**src/rtl/i2c_bm_pkg.sv**
```systemverilog
package i2c_bm_pkg;
    localparam int CMD_W  = 6;
    localparam int C_START = 0;
    localparam int C_TX    = 1;
    localparam int C_RX    = 3;
    localparam int C_LAST  = 4;
    localparam int C_STOP  = 5;
    localparam logic [CMD_W-1:0] CMD_MASK = 6'b111011;

    localparam int STS_W   = 15;
    localparam int S_ACK   = 0;
    localparam int S_NAK   = 1;
    localparam int S_RXD   = 2;
    localparam int S_ARB   = 3;
    localparam int S_STOP  = 4;
    localparam int S_ABN   = 5;
    localparam int S_SCLTO = 6;
    localparam logic [STS_W-1:0] STS_MASK = 15'h007F;

    localparam int L_BUSY = 16;
    localparam int L_SDA  = 17;
    localparam int L_SCL  = 18;

    localparam logic [1:0] A_CMD = 2'd0;
    localparam logic [1:0] A_BUF = 2'd1;
    localparam logic [1:0] A_IEN = 2'd2;
    localparam logic [1:0] A_STS = 2'd3;

    typedef enum logic [1:0] {ENG_IDLE, ENG_START, ENG_BYTE, ENG_STOP} eng_e;
endpackage

```
**src/rtl/i2c_bm_busmon.sv**
```systemverilog
module i2c_bm_busmon (
    input  logic clk,
    input  logic rst_n,
    input  logic scl_i,
    input  logic sda_i,
    output logic busy
);
    typedef struct packed {
        logic scl;
        logic sda;
        logic busy;
    } mon_t;

    mon_t m_d, m_q;
    logic start_seen, stop_seen;

    always_comb begin
        m_d        = m_q;
        m_d.scl    = scl_i;
        m_d.sda    = sda_i;
        start_seen = m_q.scl && scl_i && m_q.sda && !sda_i;
        stop_seen  = m_q.scl && scl_i && !m_q.sda && sda_i;
        if (start_seen)     m_d.busy = 1'b1;
        else if (stop_seen) m_d.busy = 1'b0;
    end

    always_ff @(posedge clk or negedge rst_n) begin
        if (!rst_n) m_q <= '{scl: 1'b1, sda: 1'b1, busy: 1'b0};
        else        m_q <= m_d;
    end

    assign busy = m_q.busy;

    // a start condition on the wires marks the bus busy
    assert_busy_on_start_R11: assert property (@(posedge clk) disable iff (!rst_n)
        start_seen |=> busy);
    // a stop condition frees the bus
    assert_free_on_stop_R11: assert property (@(posedge clk) disable iff (!rst_n)
        stop_seen |=> !busy);
endmodule

```
**src/rtl/i2c_bm_irq.sv**
```systemverilog
module i2c_bm_irq #(
    parameter int              W    = 15,
    parameter logic [W-1:0]    MASK = '1
) (
    input  logic         clk,
    input  logic         rst_n,
    input  logic [W-1:0] set,
    input  logic         ien_we,
    input  logic         clr_we,
    input  logic [W-1:0] wdata,
    output logic [W-1:0] sts,
    output logic [W-1:0] ien,
    output logic         irq
);
    typedef struct packed {
        logic [W-1:0] sts;
        logic [W-1:0] ien;
    } irq_t;

    irq_t r_d, r_q;

    always_comb begin
        r_d = r_q;
        if (ien_we) r_d.ien = wdata & MASK;
        if (clr_we) r_d.sts = r_q.sts & ~wdata;
        r_d.sts = r_d.sts | (set & MASK);
    end

    always_ff @(posedge clk or negedge rst_n) begin
        if (!rst_n) r_q <= '0;
        else        r_q <= r_d;
    end

    assign sts = r_q.sts;
    assign ien = r_q.ien;
    assign irq = |(r_q.sts & r_q.ien);

    // a write-one clear removes the bit unless a new event sets it again
    assert_w1c_R10: assert property (@(posedge clk) disable iff (!rst_n)
        clr_we |=> ((sts & $past(wdata & ~set)) == '0));
    // with every enable off the request stays low
    assert_irq_gated_R10: assert property (@(posedge clk) disable iff (!rst_n)
        (ien == '0) |-> !irq);
endmodule

```
**src/rtl/i2c_byte_master.sv**
```systemverilog
module i2c_byte_master
    import i2c_bm_pkg::*;
#(
    parameter int TMO_TICKS = 16
) (
    input  logic        clk,
    input  logic        rst_n,
    input  logic        tick,
    input  logic        reg_we,
    input  logic [1:0]  reg_addr,
    input  logic [31:0] reg_wdata,
    output logic [31:0] reg_rdata,
    input  logic        scl_i,
    input  logic        sda_i,
    output logic        scl_oe,
    output logic        sda_oe,
    output logic        irq
);
    localparam int TMO_W = $clog2(TMO_TICKS + 1);
    localparam logic [TMO_W-1:0] TMO_LAST = TMO_W'(TMO_TICKS - 1);

    typedef struct packed {
        eng_e             st;
        logic [1:0]       ph;
        logic [3:0]       bitn;
        logic [7:0]       sh;
        logic             rx;
        logic             nak;
        logic [CMD_W-1:0] cmd;
        logic [7:0]       txb;
        logic [7:0]       rxb;
        logic             own;
        logic             scl_lo;
        logic             sda_lo;
        logic [TMO_W-1:0] tmo;
    } eng_t;

    eng_t d, q;
    logic [STS_W-1:0] ev, sts, ien;
    logic busy, arb_err, to_err, scl_up;
    logic unused_wbits;

    assign unused_wbits = ^reg_wdata[31:STS_W];

    i2c_bm_busmon u_mon (
        .clk(clk), .rst_n(rst_n), .scl_i(scl_i), .sda_i(sda_i), .busy(busy)
    );

    i2c_bm_irq #(.W(STS_W), .MASK(STS_MASK)) u_irq (
        .clk(clk), .rst_n(rst_n), .set(ev),
        .ien_we(reg_we && reg_addr == A_IEN),
        .clr_we(reg_we && reg_addr == A_STS),
        .wdata(reg_wdata[STS_W-1:0]),
        .sts(sts), .ien(ien), .irq(irq)
    );

    always_comb begin
        d       = q;
        ev      = '0;
        arb_err = 1'b0;
        to_err  = 1'b0;
        scl_up  = 1'b0;
        if (reg_we && reg_addr == A_CMD)
            d.cmd = q.cmd | (reg_wdata[CMD_W-1:0] & CMD_MASK);
        if (reg_we && reg_addr == A_BUF)
            d.txb = reg_wdata[7:0];

        // phases that wait for a released SCL to come high
        if (tick && ((q.st == ENG_START && q.ph == 2'd1) ||
                     (q.st != ENG_START && q.st != ENG_IDLE && q.ph == 2'd2))) begin
            if (scl_i) begin
                scl_up = 1'b1;
                d.tmo  = '0;
            end else if (q.tmo == TMO_LAST) begin
                to_err = 1'b1;
            end else begin
                d.tmo = q.tmo + 1'b1;
            end
        end

        case (q.st)
            ENG_IDLE: begin
                if (q.cmd[C_START]) begin
                    if (!busy || q.own) begin
                        d.st     = ENG_START;
                        d.ph     = 2'd0;
                        d.sda_lo = 1'b0;
                    end
                end else if (q.cmd[C_TX] || q.cmd[C_RX]) begin
                    if (q.own) begin
                        d.st   = ENG_BYTE;
                        d.ph   = 2'd0;
                        d.bitn = 4'd0;
                        d.rx   = !q.cmd[C_TX];
                        d.sh   = q.txb;
                    end else begin
                        d.cmd[C_TX]   = 1'b0;
                        d.cmd[C_RX]   = 1'b0;
                        d.cmd[C_LAST] = 1'b0;
                        ev[S_ABN]     = 1'b1;
                    end
                end else if (q.cmd[C_STOP]) begin
                    if (q.own) begin
                        d.st = ENG_STOP;
                        d.ph = 2'd0;
                    end else begin
                        d.cmd[C_STOP] = 1'b0;
                        ev[S_ABN]     = 1'b1;
                    end
                end
            end
            ENG_START: begin
                if (tick) begin
                    case (q.ph)
                        2'd0: begin d.scl_lo = 1'b0; d.ph = 2'd1; end
                        2'd1: if (scl_up) begin d.sda_lo = 1'b1; d.ph = 2'd2; end
                        default: begin
                            d.scl_lo       = 1'b1;
                            d.own          = 1'b1;
                            d.cmd[C_START] = 1'b0;
                            d.st           = ENG_IDLE;
                        end
                    endcase
                end
            end
            ENG_BYTE: begin
                if (tick) begin
                    case (q.ph)
                        2'd0: begin
                            if (q.bitn == 4'd8) d.sda_lo = q.rx && !q.cmd[C_LAST];
                            else                d.sda_lo = !q.rx && !q.sh[7];
                            d.ph = 2'd1;
                        end
                        2'd1: begin d.scl_lo = 1'b0; d.ph = 2'd2; end
                        2'd2: if (scl_up) begin
                            if (q.bitn == 4'd8) begin
                                d.nak = sda_i;
                            end else begin
                                arb_err = !q.rx && q.sh[7] && !sda_i;
                                d.sh    = {q.sh[6:0], sda_i};
                            end
                            d.ph = 2'd3;
                        end
                        default: begin
                            d.scl_lo = 1'b1;
                            if (q.bitn == 4'd8) begin
                                d.st = ENG_IDLE;
                                if (q.rx) begin
                                    d.rxb         = q.sh;
                                    ev[S_RXD]     = 1'b1;
                                    d.cmd[C_RX]   = 1'b0;
                                    d.cmd[C_LAST] = 1'b0;
                                end else begin
                                    d.cmd[C_TX] = 1'b0;
                                    if (q.nak) begin
                                        ev[S_NAK]      = 1'b1;
                                        d.cmd[C_START] = 1'b0;
                                        d.cmd[C_RX]    = 1'b0;
                                        d.cmd[C_LAST]  = 1'b0;
                                    end else begin
                                        ev[S_ACK] = 1'b1;
                                    end
                                end
                            end else begin
                                d.bitn = q.bitn + 4'd1;
                                d.ph   = 2'd0;
                            end
                        end
                    endcase
                end
            end
            default: begin // ENG_STOP
                if (tick) begin
                    case (q.ph)
                        2'd0: begin d.sda_lo = 1'b1; d.ph = 2'd1; end
                        2'd1: begin d.scl_lo = 1'b0; d.ph = 2'd2; end
                        default: if (scl_up) begin
                            d.sda_lo      = 1'b0;
                            d.own         = 1'b0;
                            d.cmd[C_STOP] = 1'b0;
                            d.st          = ENG_IDLE;
                            ev[S_STOP]    = 1'b1;
                        end
                    endcase
                end
            end
        endcase

        if (arb_err || to_err) begin
            d.st       = ENG_IDLE;
            d.ph       = 2'd0;
            d.cmd      = '0;
            d.own      = 1'b0;
            d.scl_lo   = 1'b0;
            d.sda_lo   = 1'b0;
            d.tmo      = '0;
            ev[S_ARB]   = arb_err;
            ev[S_SCLTO] = to_err;
        end
    end

    always_ff @(posedge clk or negedge rst_n) begin
        if (!rst_n) q <= '{st: ENG_IDLE, default: '0};
        else        q <= d;
    end

    assign scl_oe = q.scl_lo;
    assign sda_oe = q.sda_lo;

    always_comb begin
        reg_rdata = '0;
        case (reg_addr)
            A_CMD: begin
                reg_rdata[CMD_W-1:0] = q.cmd;
                reg_rdata[L_BUSY]    = busy;
                reg_rdata[L_SDA]     = sda_i;
                reg_rdata[L_SCL]     = scl_i;
            end
            A_BUF:   reg_rdata = {16'h0, q.rxb, q.txb};
            A_IEN:   reg_rdata = {{(32-STS_W){1'b0}}, ien};
            default: reg_rdata = {{(32-STS_W){1'b0}}, sts};
        endcase
    end

    // without bus ownership an idle engine drives neither line
    assert_idle_unowned_free_R9: assert property (@(posedge clk) disable iff (!rst_n)
        (q.st == ENG_IDLE && !q.own) |-> (!scl_oe && !sda_oe));
    // SDA never moves under the engine while SCL stays high inside a byte
    assert_sda_steady_scl_high_R2: assert property (@(posedge clk) disable iff (!rst_n)
        (q.st == ENG_BYTE && $past(q.st) == ENG_BYTE && scl_i && $past(scl_i))
        |-> $stable(sda_oe));
    // byte results are only reported while the bus is owned
    assert_result_when_owned_R2: assert property (@(posedge clk) disable iff (!rst_n)
        (ev[S_ACK] || ev[S_NAK] || ev[S_RXD]) |-> q.own);
    // a new arbitration-loss report comes with lines released and queue empty
    assert_arb_release_R7: assert property (@(posedge clk) disable iff (!rst_n)
        $rose(sts[S_ARB]) |-> (!scl_oe && !sda_oe && !q.own && q.cmd == '0));
    // a new SCL timeout report comes with lines released and queue empty
    assert_tmo_release_R8: assert property (@(posedge clk) disable iff (!rst_n)
        $rose(sts[S_SCLTO]) |-> (!scl_oe && !sda_oe && !q.own && q.cmd == '0));
endmodule

```
**config.mk**
```make
export PLATFORM = sky130hd
export DESIGN_NAME = i2c_byte_master
export DESIGN_NICKNAME = d
export VERILOG_FILES = /design/src/rtl/i2c_bm_pkg.sv /design/src/rtl/i2c_bm_busmon.sv /design/src/rtl/i2c_bm_irq.sv /design/src/rtl/i2c_byte_master.sv
export SDC_FILE = /design/constraint.sdc
export NUM_CORES = 1
export LEC_CHECK = 0
export ABC_AREA = 0
export BUFFER_PORTS_ARGS = -buffer_cell sky130_fd_sc_hd__buf_2
export CAP_MARGIN = 20
export CORE_ASPECT_RATIO = 0.5
export CORE_MARGIN = 5
export CORE_UTILIZATION = 51
export DETAILED_ROUTE_END_ITERATION = 7
export MAX_ROUTING_LAYER = met4
export PLACE_DENSITY = 0.86
export SLEW_MARGIN = 15
export SYNTH_ARGS = -nofsm -noshare
export SYNTH_HDL_FRONTEND = slang
export SYNTH_HIERARCHICAL = 1
export SYNTH_SLANG_ARGS = --single-unit
```
**constraint.sdc**
```tcl
create_clock -name clk -period 2.1 [get_ports clk]
set_clock_uncertainty 0.05 [all_clocks]
set_input_delay 0.21 -clock clk [delete_from_list [all_inputs] [get_ports clk]]
set_output_delay 0.21 -clock clk [all_outputs]
set_load 0.01 [all_outputs]
```
[Word level (Yosys, flattened, before mapping)]
Index checks and enable logic that the tools add are counted.
Storage, ports and cells
  flip-flop bits (word level): 73
  word-level logic and storage cells: 250
  output and inout port bits: 35
  input port bits: 40
Operators by class
  $add $sub $neg: 2
  eq/ne operators: 44
  reduce and logical (&&, ||, !) cells: 61
  multiplexer cells: 117
  bitwise operators: 7
Operator list (number)
  $mux 1: 48
  $mux 2: 20
  $mux 4: 9
  $mux 8: 4
  $pmux 10 s3: 1
  $mux 13: 2
  $mux 3: 8
  $pmux 12 s2: 1
  $reduce_and 12->1: 2
  $mux 6: 3
  $ne 2x2->1 const B: 9
  $ne 3x2->1 const B: 6
  $ne 3x3->1 const B: 6
  $pmux 6 s3: 1
  $logic_and 1x1->1: 17
  $mux 17: 1
  $mux 16: 1
  $and 15x15->15: 1
  $and 15x7->15: 1
  $mux 15: 1
  $mux 5: 3
  $ne 5x5->1 const B: 3
  $not 15->15: 1
  $or 15x7->15: 1
  36 further kinds: 81

[Depth between registers and ports, before layout]
Gate-level depths: netlist of run 1.
  depth in word-level cells: 13
  depth in mapped cells: 9
  depth with buffers taken out: 8

[Cells and area by module]
The synthesis of run 1 kept the hierarchy.
By module, submodules not included
  i2c_byte_master: cells an instance 348, sequential area each 1176.1 um^2, area an instance 3239.4 um^2, instances 1
  i2c_bm_irq: cells an instance 66, sequential area each 550.5 um^2, area an instance 883.3 um^2, instances 1
  i2c_bm_busmon: cells an instance 7, sequential area each 77.6 um^2, area an instance 111.4 um^2, instances 1

[Worst setup path before layout of run 1]
OpenSTA, ideal clock, no wires.
  kind: register to register
  start point: register q[0] in the netlist's numbering
  end point: register q[44] in the netlist's numbering
  arrival time: 1.980 ns
  data required time: 1.929 ns
  period minus slack after synthesis: 2.150 ns
  library setup time: 0.121 ns
  slack: -0.050 ns
  path buffers: 0
  cell stages (with the launch flop): 9
  cell sequence: dfrtp_1 -> ha_1 -> and3_1 -> ha_1 -> nand2b_1 -> a21bo_2 -> a211oi_4 -> nor3_1 -> a22o_1
Between the ends
  word-level cells in the longest chain between the ends: 7
  elaborated cells between the ends (all ways): 19
  classes of those cells: eq/ne (11); mux (4); reduce/logical (4)
RTL lines
  start: declaration: line i2c_byte_master.sv:38  | eng_t d, q;
  start signal: assignment: line i2c_byte_master.sv:203  | if (!rst_n) q <= '{st: ENG_IDLE, default: '0};
  start signal: assignment: line i2c_byte_master.sv:204  | else q <= d;
  $eq 5x4->1 (*): line i2c_byte_master.sv:74  | end else if (q.tmo == TMO_LAST) begin
  $mux 1 (*): line i2c_byte_master.sv:74
  $mux 1 (*): line i2c_byte_master.sv:71  | if (scl_i) begin
  $mux 1 (*): line i2c_byte_master.sv:69  | if (tick && ((q.st == ENG_START && q.ph == 2'd1) ||
  $logic_or 1x1->1 (*): line i2c_byte_master.sv:189  | if (arb_err || to_err) begin
  $ne 6x5->1 (no source line) (tied with other cells)
  $reduce_and 12->1 (no source line)
Every way passes the cells marked *; elsewhere a longest branch is shown, timed or not.
A chain may end at the register's enable or synchronous reset.

[Final worst setup path of run 1]
  start point: register q[46] in the netlist's numbering
  end point: register q[46] in the netlist's numbering
Between the ends
  word-level cells in the longest chain between the ends: 13
  elaborated cells between the ends (all ways): 32
  classes of those cells: eq/ne (13); mux (8); reduce/logical (11)
RTL lines
  $ne 2x1->1 / $reduce_bool 2->1 (equally long branches): line i2c_byte_master.sv:70  | (q.st != ENG_START && q.st != ENG_IDLE && q.ph == 2'd2))) begin
  $logic_and 1x1->1 (2 in series): line i2c_byte_master.sv:70
  $logic_or 1x1->1: line i2c_byte_master.sv:69
  $logic_and 1x1->1: line i2c_byte_master.sv:69
  $mux 1: line i2c_byte_master.sv:69
  $mux 1: line i2c_byte_master.sv:135  | 2'd2: if (scl_up) begin
  $mux 1: line i2c_byte_master.sv:128  | case (q.ph)
  $mux 1: line i2c_byte_master.sv:127  | if (tick) begin
  $mux 1: line i2c_byte_master.sv:81  | case (q.st)
  $logic_or 1x1->1: line i2c_byte_master.sv:189
  $ne 5x5->1 (no source line) (tied with other cells)
  $reduce_and 12->1 (no source line)
Parallel ways exist; a longest one is shown, timed or not.

==> summary.md, run 1 <==
| Metric | Value |
|---|---|
| CTS Buf Count | `9` |
| Switching fraction of total power | `37.80%` |
| Row Count | `23` |
| Ys Warns | `6` |
| Register area share after synthesis | `42.61%` |
| Inst Count DP | `599` |
| CP Class | `reg -> reg` |
| Mean post-synth cell area | `10.06 um^2` |
| DRC viols | `0` |
| Later-pin clock latency in the skew report | `about 0.34 ns` |
| Clk pwr share | `between 20% and 30%` |
| Synth Flop Type | `dfrtp_1` |
| Routability-driven placement congestion ratio | `0.9283` |
| Routed via count | `3,872` |
| Final min period | `2.185 ns` |
| Slew @ Worst Pin | `0.7029 ns` |
| Initial DRC Count | `596` |
| Drt first pass iters | `7` |
| Total wire length | `between 10,000 and 15,000 um` |
| Reg power frac | `29.3%` |
| Setup ws final | `-0.08515 ns` |
| Die W | `roughly 140 um` |
| DIE HEIGHT | `74.43 um` |
| Unrepaired setup endpoints after global routing | `yes` |
| CTS Root Cell | `clkbuf_16` |
| Violations in the final reports | `negative setup slack` |
| Int Power | `4.110 mW` |
| Top Ports | `75` |
| Outcome | `finished with violations` |
| Number of routed nets with antenna violations | `0` |
| Buf+Inv Stages, Crit Path | `2` |
| Initial antenna violation count | `1` |
| Vias in the first global route | `3,631` |
| P&R area growth vs syn | `25.71%` |
| Critical Path Fanout Max | `10` |
| Crit path arrival time | `between 2 and 2.5 ns` |
| CP Capture Type | `flop` |
| Power per cell area | `1242 nW/um^2` |
| Leakage | `~2.6 nW` |
| Flop2flop setup slack | `-0.09 ns` |
| Cell Area, Synth | `4234 um^2` |
| Grt ovf | `0` |
| Die ar. | `10,340 um^2` |
| Maximum number of pins on one net before global-route repair | `42` |
| Cells after Synth | `421` |
| #FFs+latches synth | `72` |
| Min-Delay Path Class | `in -> reg` |
| Clock sink total | `72` |
| Period Utilization, post-route | `104.1%` |
| IO Port Bufs | `44` |
| CP top delay family | `compound AO/OA/AOI/OAI gates` |
| Psw | `~2.5 mW` |
| Max stage delay on crit path | `0.46 ns` |
| Drt wl/cell | `between 20 and 25 um` |
| Worst IR Drop VDD | `between 0.6 and 0.7 mV` |
| Fillcell total | `543` |
| Unique masters post-synth | `64` |
| Fmax | `~0.46 GHz` |
| Final setup fails | `11` |
| Tot GR Track Use | `24.12%` |
| Slew Limit Fails | `0` |
| Global-route wire length before repair | `between 15,000 and 20,000 um` |
| Logic pwr share | `45.4%` |
| Final non-filler cell total | `626` |
| Vias/cell | `6.185` |
| Placement Setup Slack | `-0.1103 ns` |
| CP cell instances | `inv_2 -> ha_2 -> buf_4 -> nor2_1 -> o22ai_1 -> nand3_1 -> a21o_1 -> a32o_2` |
| Layout cells sized above 1 | `37.04%` |
| Relative slew slack | `52.94%` |
| H-Tree Depth | `3` |
| Crit-path slowest cell | `dfrtp_2` |
| Post-synth ARST share | `100.0%` |
| HPWL after DPL | `around 7600 um` |
| Max-Cap Viols | `0` |
| Final hold vios | `0` |
| Nets@finish | `562` |
| Clock Pin Slew Worst Setup and Hold Paths | `0.06 ns` |
| Starting Density | `52.73%` |
| Post-DP Area | `4752 um^2` |
| Post-route cell area | `5323 um^2` |
| TritonCTS clock tree | `done` |
| Required @ worst endpoint | `around 2.3 ns` |
| Clock buffer depth | `2` |
| EDFF count, synth | `0` |
| Core area | `8029 um^2` |
| Worst setup SP type | `flop` |
## timing repair
action | 4_1_cts | 5_1_grt
pin swaps | 8 | 11
setup buffers | 6 | 1
endpoints found under the hold margin | 72 | 1
hold buffers | 3 | 1
endpoints found under the setup margin | 21 | 23
gates resized for setup | 13 | 22
cloned | 0 | 0
## cell usage after synthesis (3+ instances only)
cell type	n	area, um^2
o22ai_1	3	18.77
mux4_2	5	112.6
a31oi_1	3	18.77
inv_1	14	52.55
nor2b_1	4	25.02
a32o_1	3	30.03
or2_2	5	31.28
nand2_1	56	210.2
nand4_1	6	37.54
ha_1	13	162.7
nand3_1	8	40.04
and3_1	3	18.77
a21boi_0	7	52.55
clkbuf_1	11	41.29
dfrtp_1	70	1752
a22o_1	23	201.4
mux2_2	34	382.9
a22oi_1	3	22.52
a21oi_1	10	50.05
o21ai_0	21	105.1
nor2_1	17	63.81
nor3_1	7	35.03
nand2b_1	5	31.28
and2_1	6	37.54
buf_2	6	30.03
buf_4	21	157.7
a21o_1	10	75.07
## cell usage in the layout (no fill, tap or decap), types with 12 or more instances in the layout
master   netlist  routed
conb_1         2      21
dfrtp_1       70      69
mux2_2        34      34
nand2_1       56      55
inv_1         14      12
buf_2          6      44
o21ai_0       21      19
nor2_1        17      15
a22o_1        23      23
buf_4         21      48
## worst paths after layout
path / startpoint / to / depth (start not counted)
worst min-delay path: reg_wdata[10] / u_irq/sts[10] / 2
worst max register to register: q[46] / q[46] / 8
worst max-delay path: q[46] / q[46] / 8
worst min register to register: q[15] / q[15] / 2
max in group asynchronous: rst_n / u_irq/sts[14] / 3
min in group asynchronous: rst_n / sda_oe / 3
## flip-flops by register name, summed over array words and instances (netlist names)
| register | cells |
|---|---|
| q | 45 |
| scl_oe | 1 |
| sda_oe | 1 |
| u_irq/ien | 7 |
| u_irq/sts | 15 |
| u_mon/busy | 1 |
| u_mon/m_q | 2 |
## power by group through the flow
stage | Combinational (mW) | Sequential [mW] | Clock (mW)
2_1_floorplan | 1.66 | 1.88 | 0
3_3_place_gp | 2.41 | 1.90 | 0
3_5_place_dp | 2.46 | 1.92 | 0
4_1_cts | 2.63 | 1.90 | 1.67
5_1_grt | 3.21 | 1.96 | 1.75
6_report | 3.00 | 1.94 | 1.67
## routing by layer
metal / vias up / global-route usage (%) / share of wire, % / wire, um
met5: - / - / 0 / 0
met4: 0 / 10.63 / 5.0 / 632
met3: 83 / 7.450 / 9.4 / 1180
met2: 254 / 39.66 / 47 / 5884
met1: 1864 / 27.99 / 39 / 4915
li1: 1671 / - / - / -
## layout make-up
| cell class | instances | area (um^2) | share of cell area [%] |
|---|---|---|---|
| diodes | 1 | 2.502 | 0.04701 |
| inverters | 14 | 52.55 | 0.9873 |
| well taps | 112 | 140.1 | 2.633 |
| clock buffers | 10 | 239.0 | 4.490 |
| multi-input cells | 314 | 2355 | 44.24 |
| flip-flops and latches | 72 | 1805 | 33.92 |
| repair buffers | 98 | 646.9 | 12.15 |
| clock inverters | 5 | 81.33 | 1.528 |
## kinds of logic after synthesis
logic type	synth area share [%]
fa+ha+maj	3.842
simple gates	15.72
compound gates	18.71
flops	42.61
mux	11.94
buf+inv	7.003
other cells	0.1774
## stage by stage
| step | util (%) | setup TNS, ns | power [mW] | hold WS (ns) |
|---|---|---|---|---|
| after floorplan | - | 0 | 3.538 | -0.1356 |
| after global placement | 59.19 | -0.2151 | 4.307 | 0.2247 |
| after detailed placement | 59.19 | -1.065 | 4.375 | 0.2419 |
| after CTS | 64.70 | -0.04574 | 6.192 | 0.001396 |
| after global routing | 66.29 | -1.679 | 6.914 | 0.006787 |
| final | 66.29 | -0.2652 | 6.609 | 0.001855 |
Power figures use the tool's default switching activity.
==> run 2, diff against run 1 <==
Settings changed: CORE_UTILIZATION 51 to 56, PLACE_DENSITY 0.86 to 0.89.
Clock period 2.1 ns to 2.25 ns, I/O delays scaled along.
==> summary.md, run 2 (synthesized netlist as in run 1, its figures left out) <==
| Metric | Value |
|---|---|
| IO Port Bufs | `44 (unchanged)` |
| H-Tree Depth | `3 (unchanged)` |
| Switching fraction of total power | `36.73% (-1.1 points)` |
| Int Power | `3.734 mW (-9.2%)` |
| Starting Density | `57.61% (+4.9 points)` |
| Setup ws final | `-0.01939 ns (+0.06576 ns)` |
| Commonest cells after routing, fill and taps aside | `70 x dfrtp_1, 55 x nand2_1, 44 x buf_2, 34 x mux2_2, 31 x buf_4` |
| Routed via count | `3,615 (-6.6%)` |
| Core area | `7350 um^2 (-8.5%)` |
| Unrepaired setup endpoints after global routing | `yes` |
| Period Utilization, post-route | `100.9% (-3.2 points)` |
| Max reg flops | `45 (unchanged)` |
| TritonCTS clock tree | `done` |
| DRC viols | `0 (unchanged)` |
| Worst Setup EP | `q[28]` |
| Post-DP Area | `4644 um^2 (-2.3%)` |
| Grt ovf | `0 (unchanged)` |
| Vias in the first global route | `3,457 (-4.8%)` |
| Final min period | `2.269 ns (+0.08424 ns)` |
| Later-pin clock latency in the skew report | `0.34 ns (about the same)` |
| # diodes | `0 (-1)` |
| Drt wl/cell | `18.36 um (-8.9%)` |
| Commonest non-fill, non-tap cell in the layout | `dfrtp_1` |
| Top reg by flops | `q` |
| Number of routed nets with antenna violations | `0 (unchanged)` |
| CTS Root Cell | `clkbuf_16` |
| Die W | `133.0 um (-4.2%)` |
| Initial DRC Count | `397 (-33%)` |
| Min-Delay Path Class | `in -> reg` |
| Flop2flop setup slack | `-0.02 ns (+0.07 ns)` |
| Critical Path Fanout Max | `7 (-3)` |
| Tot GR Track Use | `23.39% (-0.73 points)` |
| Leakage | `2.452 nW (-4.0%)` |
| Clock Pin Slew Worst Setup and Hold Paths | `0.06 ns (about the same)` |
| Final hold vios | `0 (unchanged)` |
| CP Capture Type | `flop` |
| Nets@finish | `545 (-3.0%)` |
| Logic pwr share | `42.2% (-3.2 points)` |
| Outcome | `finished with violations` |
| Slew Limit Fails | `0 (unchanged)` |
| Die ar. | `9505 um^2 (-8.0%)` |
| CP Class | `reg -> reg` |
| Final setup fails | `3 (-8)` |
| Worst setup SP type | `flop` |
| Max-Cap Viols | `0 (unchanged)` |
| Required @ worst endpoint | `2.39 ns (+0.11 ns)` |
| Initial antenna violation count | `0 (-1)` |
| Worst r2r src | `q[46]` |
| Post-route cell area | `5092 um^2 (-4.3%)` |
| Hold Slack | `0.02009 ns (+0.01824 ns)` |
| Top Ports | `75 (unchanged)` |
| Slew @ Worst Pin | `0.5585 ns (-0.1443 ns)` |
| Row Count | `22 (-4.3%)` |
| Clock buffer depth | `2 (unchanged)` |
| Reg2Reg Depth | `8 (unchanged)` |
| Total wire length | `10,890 um (-14%)` |
| Psw | `2.168 mW (-13%)` |
| FF-to-FF End | `q[28]` |
| Crit path arrival time | `2.41 ns (+0.05 ns)` |
| Placement Setup Slack | `0.003732 ns (+0.1140 ns)` |
| CTS Buf Count | `9 (unchanged)` |
| HPWL after DPL | `7238 um (-4.2%)` |
| Power Total | `5.901 mW (-11%)` |
| Clock sink total | `72 (unchanged)` |
| Worst IR Drop VDD | `0.5566 mV (-14%)` |
| P&R area growth vs syn | `20.27%` |
| Violations in the final reports | `negative setup slack` |
| Global-route wire length before repair | `17,080 um (-9.5%)` |
| CP Launch Point | `q[46]` |
| Drt first pass iters | `5 (-2)` |
| Clk pwr share | `26.7% (+1.5 points)` |
| Relative slew slack | `62.68% (+9.7 points)` |
| Reg power frac | `31.1% (+1.8 points)` |
| Maximum number of pins on one net before global-route repair | `73 (+74%)` |
| Layout cells sized above 1 | `32.19% (-4.8 points)` |
| Fmax | `0.4406 GHz (-3.7%)` |
| DIE HEIGHT | `71.49 um (-4.0%)` |
| Routability-driven placement congestion ratio | `0.9704 (+4.5%)` |
| Vias/cell | `6.096 (-1.4%)` |
| Power per cell area | `1159 nW/um^2 (-6.7%)` |
run 2: final cells by class:
class,instances,area [um^2]
Fill cell,506,2257
Tap cell,96,120.1
Inverter,14,52.55
Multi-Input combinational cell,314,2257
Clock inverter,6,91.34
Timing Repair Buffer,81,528.0
Clock buffer,10,239.0
Sequential cell,72,1804
run 2: per-layer routing:
layer / vias to the layer above / share of wire (%) / track usage [%]
met4: 0 / 2.7 / 7.719
met3: 28 / 8.0 / 6.311
met1: 1783 / 42 / 29.44
li1: 1637 / - / -
met5: - / 0 / -
met2: 167 / 47 / 37.19
run 2: worst max-delay path: stages, from the launching register on:
cell	delay, ns
dfrtp_1	0.44
inv_1	0.12
ha_2	0.29
nor4bb_4	0.27
nand2_2	0.15
a211oi_4	0.43
buf_4	0.18
buf_4	0.14
a211oi_1	0.05
run 2: stage by stage:
stage                     setup TNS, ns  cells  utilization, %
final                          -0.03157    593           69.29
after global placement                0    569           63.19
after floorplan                       0    440               -
after global routing            -0.9715    593           69.29
after CTS                             0    588           68.22
after detailed placement              0    569           63.19
run 2: how the worst min path moves through the flow:
stage / start / end / slack [ns] / cells after the start
4_1_cts: sda_i / u_mon/m_q[1] / 0.007 / 1
2_1_floorplan: rst_n / q[0] / -0.12 / 0
3_5_place_dp: rst_n / q[40] / 0.23 / 2
3_3_place_gp: rst_n / q[45] / 0.23 / 2
5_1_grt: sda_i / u_mon/m_q[1] / 0.03 / 1
6_report: reg_wdata[11] / u_irq/sts[11] / 0.02 / 2
run 2: repair_timing:
action / CTS / global route
endpoints found under the setup margin: 3 / 22
endpoints found under the hold margin: 72 / 0
pin swaps: 1 / 2
hold buffers: 3 / 0
setup buffers: 0 / 4
resized for setup: 2 / 11
run 2: power groups by stage:
stage,Sequential [mW],Clock (mW),Combinational (mW)
detailed placement,1.83,0,2.25
global route,1.87,1.64,2.70
finish,1.84,1.57,2.49
global placement,1.81,0,2.19
floorplan,1.76,0,1.54
CTS,1.81,1.59,2.29
